$ cat src/rtl/cct_pkg.sv
package cct_pkg;

  localparam int ADDR_W = 8;

  localparam logic [ADDR_W-1:0] A_STAT = 8'h04;
  localparam logic [ADDR_W-1:0] A_IEN  = 8'h08;
  localparam logic [ADDR_W-1:0] A_CTRL = 8'h24;
  localparam logic [ADDR_W-1:0] A_CNT  = 8'h28;
  localparam logic [ADDR_W-1:0] A_LOAD = 8'h2C;
  localparam logic [ADDR_W-1:0] A_TRG  = 8'h30;
  localparam logic [ADDR_W-1:0] A_MAT  = 8'h38;
  localparam logic [ADDR_W-1:0] A_CAP1 = 8'h3C;
  localparam logic [ADDR_W-1:0] A_CAP2 = 8'h44;

  localparam int ST_MAT = 0;
  localparam int ST_OVF = 1;
  localparam int ST_CAP = 2;
  localparam int ST_W   = 3;
  localparam int CTRL_W = 15;

  typedef enum logic [1:0] {EDGE_OFF, EDGE_RISE, EDGE_FALL, EDGE_ANY} edge_sel_e;
  typedef enum logic [1:0] {OUT_NONE, OUT_OVF, OUT_OVF_MAT, OUT_RSVD} out_trig_e;

  typedef struct packed {
    logic      pin_dir;
    logic      cap_pair;
    logic      toggle;
    out_trig_e trig;
    edge_sel_e cap_edge;
    logic      idle_lvl;
    logic      cmp_en;
    logic      pre_en;
    logic [2:0] ptv;
    logic      auto_rl;
    logic      start;
  } ctrl_t;

endpackage

$ cat src/rtl/cct_tick.sv
module cct_tick #(
  parameter int PTV_W = 3
) (
  input  logic             clk,
  input  logic             rst_n,
  input  logic             run,
  input  logic             pre_en,
  input  logic [PTV_W-1:0] ptv,
  output logic             tick
);
  localparam int DIV_W = 1 << PTV_W;

  function automatic logic [DIV_W-1:0] div_limit(input logic [PTV_W-1:0] p);
    logic [DIV_W:0] span;
    span = (DIV_W+1)'(1) << (int'(p) + 1);
    return DIV_W'(span - (DIV_W+1)'(1));
  endfunction

  logic [DIV_W-1:0] div_q;
  logic             at_lim;

  assign at_lim = (div_q == div_limit(ptv));
  assign tick   = run & (~pre_en | at_lim);

  always_ff @(posedge clk) begin
    if (!rst_n)                        div_q <= '0;
    else if (!run || !pre_en || at_lim) div_q <= '0;
    else                               div_q <= div_q + 1'b1;
  end
endmodule

$ cat src/rtl/cct_capture.sv
module cct_capture
  import cct_pkg::*;
#(
  parameter int W = 32
) (
  input  logic      clk,
  input  logic      rst_n,
  input  logic      cap_in,
  input  edge_sel_e sel,
  input  logic      pair_mode,
  input  logic      rearm,
  input  logic [W-1:0] cnt,
  output logic [W-1:0] cap1,
  output logic [W-1:0] cap2,
  output logic      cap1_evt,
  output logic      done_evt
);
  typedef enum logic [1:0] {SLOT_FIRST, SLOT_SECOND, SLOT_DONE} slot_e;

  slot_e slot_q;
  logic  in_q, rise, fall, hit, cap2_evt;

  assign rise = cap_in & ~in_q;
  assign fall = ~cap_in & in_q;

  always_comb begin
    case (sel)
      EDGE_RISE: hit = rise;
      EDGE_FALL: hit = fall;
      EDGE_ANY:  hit = rise | fall;
      default:   hit = 1'b0;
    endcase
  end

  assign cap1_evt = hit && (slot_q == SLOT_FIRST);
  assign cap2_evt = hit && (slot_q == SLOT_SECOND) && pair_mode;
  assign done_evt = (cap1_evt && !pair_mode) || cap2_evt;

  always_ff @(posedge clk) begin
    if (!rst_n) begin
      in_q   <= 1'b0;
      slot_q <= SLOT_FIRST;
      cap1   <= '0;
      cap2   <= '0;
    end else begin
      in_q <= cap_in;
      if (cap1_evt) cap1 <= cnt;
      if (cap2_evt) cap2 <= cnt;
      if (rearm)         slot_q <= SLOT_FIRST;
      else if (cap1_evt) slot_q <= pair_mode ? SLOT_SECOND : SLOT_DONE;
      else if (cap2_evt) slot_q <= SLOT_DONE;
    end
  end
endmodule

$ cat src/rtl/cct_wave.sv
module cct_wave
  import cct_pkg::*;
(
  input  logic      clk,
  input  logic      rst_n,
  input  logic      run,
  input  out_trig_e trig,
  input  logic      toggle,
  input  logic      idle_lvl,
  input  logic      ovf_evt,
  input  logic      mat_evt,
  output logic      pwm_out
);
  logic fire, tog_q, pls_q;

  assign fire = ((trig == OUT_OVF) && ovf_evt) ||
                ((trig == OUT_OVF_MAT) && (ovf_evt || mat_evt));

  always_ff @(posedge clk) begin
    if (!rst_n) begin
      tog_q <= 1'b0;
      pls_q <= 1'b0;
    end else begin
      pls_q <= fire & ~toggle;
      if (!run)                 tog_q <= 1'b0;
      else if (fire && toggle)  tog_q <= ~tog_q;
    end
  end

  assign pwm_out = idle_lvl ^ (toggle ? tog_q : pls_q);
endmodule

$ cat src/rtl/cc_timer.sv
module cc_timer
  import cct_pkg::*;
#(
  parameter int CNT_W = 32,
  parameter int PTV_W = 3
) (
  input  logic              clk,
  input  logic              rst_n,
  input  logic              bus_sel,
  input  logic              bus_wr,
  input  logic [ADDR_W-1:0] bus_addr,
  input  logic [CNT_W-1:0]  bus_wdata,
  output logic [CNT_W-1:0]  bus_rdata,
  input  logic              cap_in,
  output logic              pwm_out,
  output logic              irq
);
  function automatic logic [CNT_W-1:0] step_count(
    input logic [CNT_W-1:0] cur, input logic [CNT_W-1:0] ld, input logic rl);
    if (&cur) return rl ? ld : '0;
    return cur + 1'b1;
  endfunction

  ctrl_t            ctrl_q, wctrl;
  logic [CNT_W-1:0] cnt_q, load_q, match_q, cap1_q, cap2_q, cnt_step;
  logic [ST_W-1:0]  status_q, ien_q, st_set, st_clr;
  logic wr, ctrl_wr, cnt_wr, load_wr, trg_wr, mat_wr, stat_wr, ien_wr;
  logic tick, ovf_evt, mat_evt, cap1_evt, cap_done, stop_req, rearm;
  logic start_q, auto_rl, pre_en;

  assign wr      = bus_sel & bus_wr;
  assign ctrl_wr = wr && (bus_addr == A_CTRL);
  assign cnt_wr  = wr && (bus_addr == A_CNT);
  assign load_wr = wr && (bus_addr == A_LOAD);
  assign trg_wr  = wr && (bus_addr == A_TRG);
  assign mat_wr  = wr && (bus_addr == A_MAT);
  assign stat_wr = wr && (bus_addr == A_STAT);
  assign ien_wr  = wr && (bus_addr == A_IEN);

  assign wctrl   = ctrl_t'(bus_wdata[CTRL_W-1:0]);
  assign start_q = ctrl_q.start;
  assign auto_rl = ctrl_q.auto_rl;
  assign pre_en  = ctrl_q.pre_en;

  cct_tick #(.PTV_W(PTV_W)) u_tick (
    .clk(clk), .rst_n(rst_n), .run(start_q), .pre_en(pre_en),
    .ptv(ctrl_q.ptv), .tick(tick)
  );

  assign cnt_step = step_count(cnt_q, load_q, auto_rl);
  assign ovf_evt  = tick & (&cnt_q);
  assign mat_evt  = tick & ctrl_q.cmp_en & (cnt_step == match_q);
  assign stop_req = ctrl_wr & start_q & ~wctrl.start;
  assign rearm    = stat_wr & bus_wdata[ST_CAP];

  cct_capture #(.W(CNT_W)) u_cap (
    .clk(clk), .rst_n(rst_n), .cap_in(cap_in), .sel(ctrl_q.cap_edge),
    .pair_mode(ctrl_q.cap_pair), .rearm(rearm), .cnt(cnt_q),
    .cap1(cap1_q), .cap2(cap2_q), .cap1_evt(cap1_evt), .done_evt(cap_done)
  );

  cct_wave u_wave (
    .clk(clk), .rst_n(rst_n), .run(start_q), .trig(ctrl_q.trig),
    .toggle(ctrl_q.toggle), .idle_lvl(ctrl_q.idle_lvl),
    .ovf_evt(ovf_evt), .mat_evt(mat_evt), .pwm_out(pwm_out)
  );

  always_comb begin
    st_set         = '0;
    st_set[ST_MAT] = mat_evt;
    st_set[ST_OVF] = ovf_evt;
    st_set[ST_CAP] = cap_done;
    st_clr         = stat_wr ? bus_wdata[ST_W-1:0] : '0;
    st_clr[ST_OVF] = st_clr[ST_OVF] | stop_req;
  end

  always_ff @(posedge clk) begin
    if (!rst_n) begin
      ctrl_q   <= '0;
      cnt_q    <= '0;
      load_q   <= '0;
      match_q  <= '0;
      status_q <= '0;
      ien_q    <= '0;
    end else begin
      if (ctrl_wr)                ctrl_q <= wctrl;
      else if (ovf_evt && !auto_rl) ctrl_q.start <= 1'b0;

      if (cnt_wr)      cnt_q <= bus_wdata;
      else if (trg_wr) cnt_q <= load_q;
      else if (tick)   cnt_q <= cnt_step;

      if (load_wr) load_q  <= bus_wdata;
      if (mat_wr)  match_q <= bus_wdata;
      if (ien_wr)  ien_q   <= bus_wdata[ST_W-1:0];
      status_q <= (status_q & ~st_clr) | st_set;
    end
  end

  assign irq = |(status_q & ien_q);

  always_comb begin
    case (bus_addr)
      A_STAT:  bus_rdata = {{(CNT_W-ST_W){1'b0}}, status_q};
      A_IEN:   bus_rdata = {{(CNT_W-ST_W){1'b0}}, ien_q};
      A_CTRL:  bus_rdata = {{(CNT_W-CTRL_W){1'b0}}, ctrl_q};
      A_CNT:   bus_rdata = cnt_q;
      A_LOAD:  bus_rdata = load_q;
      A_MAT:   bus_rdata = match_q;
      A_CAP1:  bus_rdata = cap1_q;
      A_CAP2:  bus_rdata = cap2_q;
      default: bus_rdata = '0;
    endcase
  end
endmodule

$ cat config.mk
export PLATFORM = sky130hd
export DESIGN_NAME = cc_timer
export DESIGN_NICKNAME = d
export VERILOG_FILES = /design/src/rtl/cct_pkg.sv /design/src/rtl/cct_tick.sv /design/src/rtl/cct_capture.sv /design/src/rtl/cct_wave.sv /design/src/rtl/cc_timer.sv
export SDC_FILE = /design/constraint.sdc
export NUM_CORES = 1
export LEC_CHECK = 0
export ABC_AREA = 1
export BUFFER_PORTS_ARGS = -buffer_cell sky130_fd_sc_hd__buf_2
export CELL_PAD_IN_SITES_DETAIL_PLACEMENT = 1
export CELL_PAD_IN_SITES_GLOBAL_PLACEMENT = 1
export CORE_MARGIN = 5
export CORE_UTILIZATION = 44
export CTS_BUF_LIST = sky130_fd_sc_hd__clkbuf_8
export DETAILED_ROUTE_END_ITERATION = 8
export HOLD_SLACK_MARGIN = 0.08
export PLACE_DENSITY_LB_ADDON = 0.1
export SYNTH_ARGS = -nofsm -noshare
export SYNTH_HDL_FRONTEND = slang
export SYNTH_SLANG_ARGS = --single-unit
$ cat constraint.sdc
create_clock -name clk -period 2.6 [get_ports clk]
set_input_delay 0.26 -clock clk [delete_from_list [all_inputs] [get_ports clk]]
set_output_delay 0.26 -clock clk [all_outputs]
set_load 0.05 [all_outputs]
==> reports/results.ini <==
[pwr]
clkPwrFrac = 0.401
power_frac_seq = 0.554
internal_power_mw = 3.86
power.switching_mw = 1.51
p_leak_nw = 5.34
power.share.switching = 0.280
power_density_nw_per_um2 = 397
vdd_drop_max_uv = 267
power_frac_comb = 0.045

[cells_and_area]
stdcell_area_um2 = 13500
drive_above_1_share = 0.203
seq_area_um2 = 3910
syn2layout_area_growth_pct = 25.0
fin_cells = 2208
fillers = 3263
multiInputGateArea_um2 = 6210
diodes = 0
nets = 1921

[logic_synthesis]
synth_area_leaders = dfxtp_1 (36%), nand2_1 (16%), o21ai_0 (9.9%)
syn_inst = 1695
yosys_register_bits = 194
ys_types = 40
ys_seq_area_frac = 0.359
yosysWarningCount = 0
syn-num-nets = 1745
syn_area_um2 = 10800
yosys.area.top_type = dfxtp_1
syn_area_per_cell_um2 = 6.39
synth_top_area_share = 0.359

[floorplan]
start_util = 0.446
die_area_um2 = 27800
rows = 57
die_y_um = 167
dieWidth_um = 167
design.core.area_um2 = 24200
io_pins = 79

[routing]
dr.pass1.iters = 5
routed-wl-met3_um = 3140
maxUsedRoutingLayer = met4
drt-met1-wl_um = 19300
ant_nets = 0
dr_wl_met2_um = 23200
routedWlPerCell_um = 21.6
vias_per_cell = 5.90
drt_iter0_drc = 1052
drc = 0
num_vias = 13000
finalWirelength_um = 47800

[place]
hpwl_um = 33800
placedCellCount = 2132
gp_routability_congestion = 0.956
port_buffers = 78
dp_slack_ns = -0.275
dpl-instance-area_um2 = 12300

[sta]
rsz0062_at_grt = yes
fin_setup_tns_ns = -0.101
fin_skew_ns = 0.0367
final.min_clock_period_ns = 2.67
fin_ws_ns = -0.0711
drv_slew = 0
worst_slew_pin_slew_ns = 0.604
hold_violations = 0
fin_crit_sh = 1.03
finalSetupViolCount = 2
max_freq_mhz = 374
slew_headroom = 0.597

[critical_path]
r2r_start = cnt_q[0]$_SDFFE_PN0P_
r2r_cells = 20
cp.arrival_ns = 3.07
rrSetupSlack_ns = -0.07
start_kind = register
crit_start = cnt_q[0]$_SDFFE_PN0P_
worst_ep_required_time_ns = 3.00
path_class = reg -> reg
worstSetupEndpointType = register
worstPathMaxFanout = 5
r2r-end = u_wave.tog_q$_SDFFE_PN0P_

[hold_path]
hold_end = cnt_q[5]$_SDFFE_PN0P_
hold_depth = 3
hold_class = in -> reg
min-delay-start = bus_wdata[5]

[global_routing]
grt_max_degree = 135
grt_first_pass_wirelength_um = 73200
antenna_found_initial = 0
grt_pass1_vias = 13400
grt-ovfl-total = 0
grt_util_all_layers = 0.328

[clock_network]
cts_tree = yes
clock_path_buffers = 2
worstSkewPairLatency_ns = 0.51
htree_levels = 4
cts_root_buffer = clkbuf_8
cts.sinks = 194
numCtsBuffers = 17
clk_pin_slew_ns = 0.12

[run]
max_cap_violations = 0

[outcome]
outcome = finished with violations
violations = negative setup slack

==> power by group through the flow <==
stage | registers, mW | logic, mW | clock network [mW]
floorplan | 3.04 | 0.0914 | 0
global placement | 3.04 | 0.203 | 0
detailed placement | 3.04 | 0.208 | 0
CTS | 2.97 | 0.235 | 2.15
global route | 2.97 | 0.259 | 2.31
finish | 2.97 | 0.243 | 2.15
==> flip-flops by register name, indices dropped and copies added (netlist names) <==
name	flops
status_q	3
u_wave.tog_q	1
cnt_q	32
u_cap.cap2	32
pre_en	1
u_cap.in_q	1
start_q	1
load_q	32
u_cap.cap1	32
u_cap.slot_q	2
match_q	32
ien_q	3
u_tick.div_q	8
u_wave.pls_q	1
auto_rl	1
ctrl_q	12
==> per-stage QoR <==
| step | util | power, mW | hold WS (ns) |
|---|---|---|---|
| finish | 0.558 | 5.37 | 0.0905 |
| global route | 0.558 | 5.54 | 0.0844 |
| global placement | 0.508 | 3.25 | 0.435 |
| floorplan | - | 3.13 | 0.353 |
| CTS | 0.545 | 5.36 | 0.0830 |
| detailed placement | 0.508 | 3.25 | 0.443 |
==> layer usage <==
layer | vias up | track usage
met4 | 0 | 0.143
met2 | 529 | 0.564
li1 | 5971 | -
met5 | - | 0
met3 | 136 | 0.0526
met1 | 6399 | 0.406
==> cell usage after synthesis, drive strengths merged <==
cell and count:
a2111oi 1, a211oi 1, a21oi 172, a221oi 26, a31oi 26, and3 1
buf 11, clkbuf 81, clkinv 2, conb 1, dfxtp 194, ha 5
inv 187, nand2 466, nand3 97, nand3b 1, nand4 25, nor2 125
nor3 6, nor3b 2, nor4 1, o2111ai 13, o211ai 5, o21ai 219
o22ai 14, o311ai 1, xor2 12
==> cell families after synthesis <==
group	after synthesis	share of synthesized area
simple gates	724	0.282
compound gates	478	0.242
buf+inv	281	0.101
flops	194	0.359
xor+xnor	12	0.00971
fa+ha+maj	5	0.00578
other cells	1	0.000346
==> area by class of cell <==
type	instances	area share
Clock buffer	17	0.0173
Inverter	189	0.0532
Clock inverter	15	0.0123
Sequential cell	194	0.289
Tap cell	324	0.0300
Multi-Input combinational cell	1220	0.459
Timing Repair Buffer	249	0.140
==> repair_timing <==
item                                    in CTS  in global routing
hold endpoints to repair                    37                  0
endpoints found under the setup margin       6                 13
hold buffers                                22                  0
setup buffers                               10                 15
cloned                                       1                  0
resized for setup                           50                 76
pin swaps                                   14                 40
==> critical path, stage by stage, from the launching register on <==
cell,delay (ns)
dfxtp_4,0.40
ha_4,0.15
inv_4,0.04
nor2_4,0.13
nand2_4,0.08
nor2_8,0.21
nand3_4,0.17
buf_12,0.19
buf_8,0.12
nand2_4,0.06
nand2_4,0.05
nand2_2,0.06
nand2_1,0.04
nor2_1,0.15
nand2_1,0.12
nor2_4,0.18
nand4_1,0.12
nand2_2,0.13
nand2_1,0.06
nand2_1,0.05
nor2_1,0.04
==> worst max path at each step <==
| stage | to | slack (ns) | cells past startpoint |
|---|---|---|---|
| 2_1_floorplan | bus_rdata[12] | 0.03 | 9 |
| 4_1_cts | u_wave.tog_q$_SDFFE_PN0P_ | 0.0004 | 19 |
| 3_5_place_dp | u_wave.tog_q$_SDFFE_PN0P_ | -0.28 | 19 |
| 3_3_place_gp | u_wave.tog_q$_SDFFE_PN0P_ | -0.09 | 15 |
| 6_report | u_wave.tog_q$_SDFFE_PN0P_ | -0.07 | 20 |
| 5_1_grt | u_wave.tog_q$_SDFFE_PN0P_ | -0.19 | 21 |
==> placed cells by master (no fill, tap or decap), drive strengths merged, types with 12 or more instances in the layout <==
cell           n
nand2        466
buf          226
o21ai        219
inv          196
dfxtp        194
a21oi        172
nor2         125
nand3         97
a221oi        26
a31oi         26
nand4         25
dlygate4sd3   22
clkbuf        18
o22ai         14
o2111ai       13
xor2          12
Note: power is estimated with default switching activity, not from simulation.
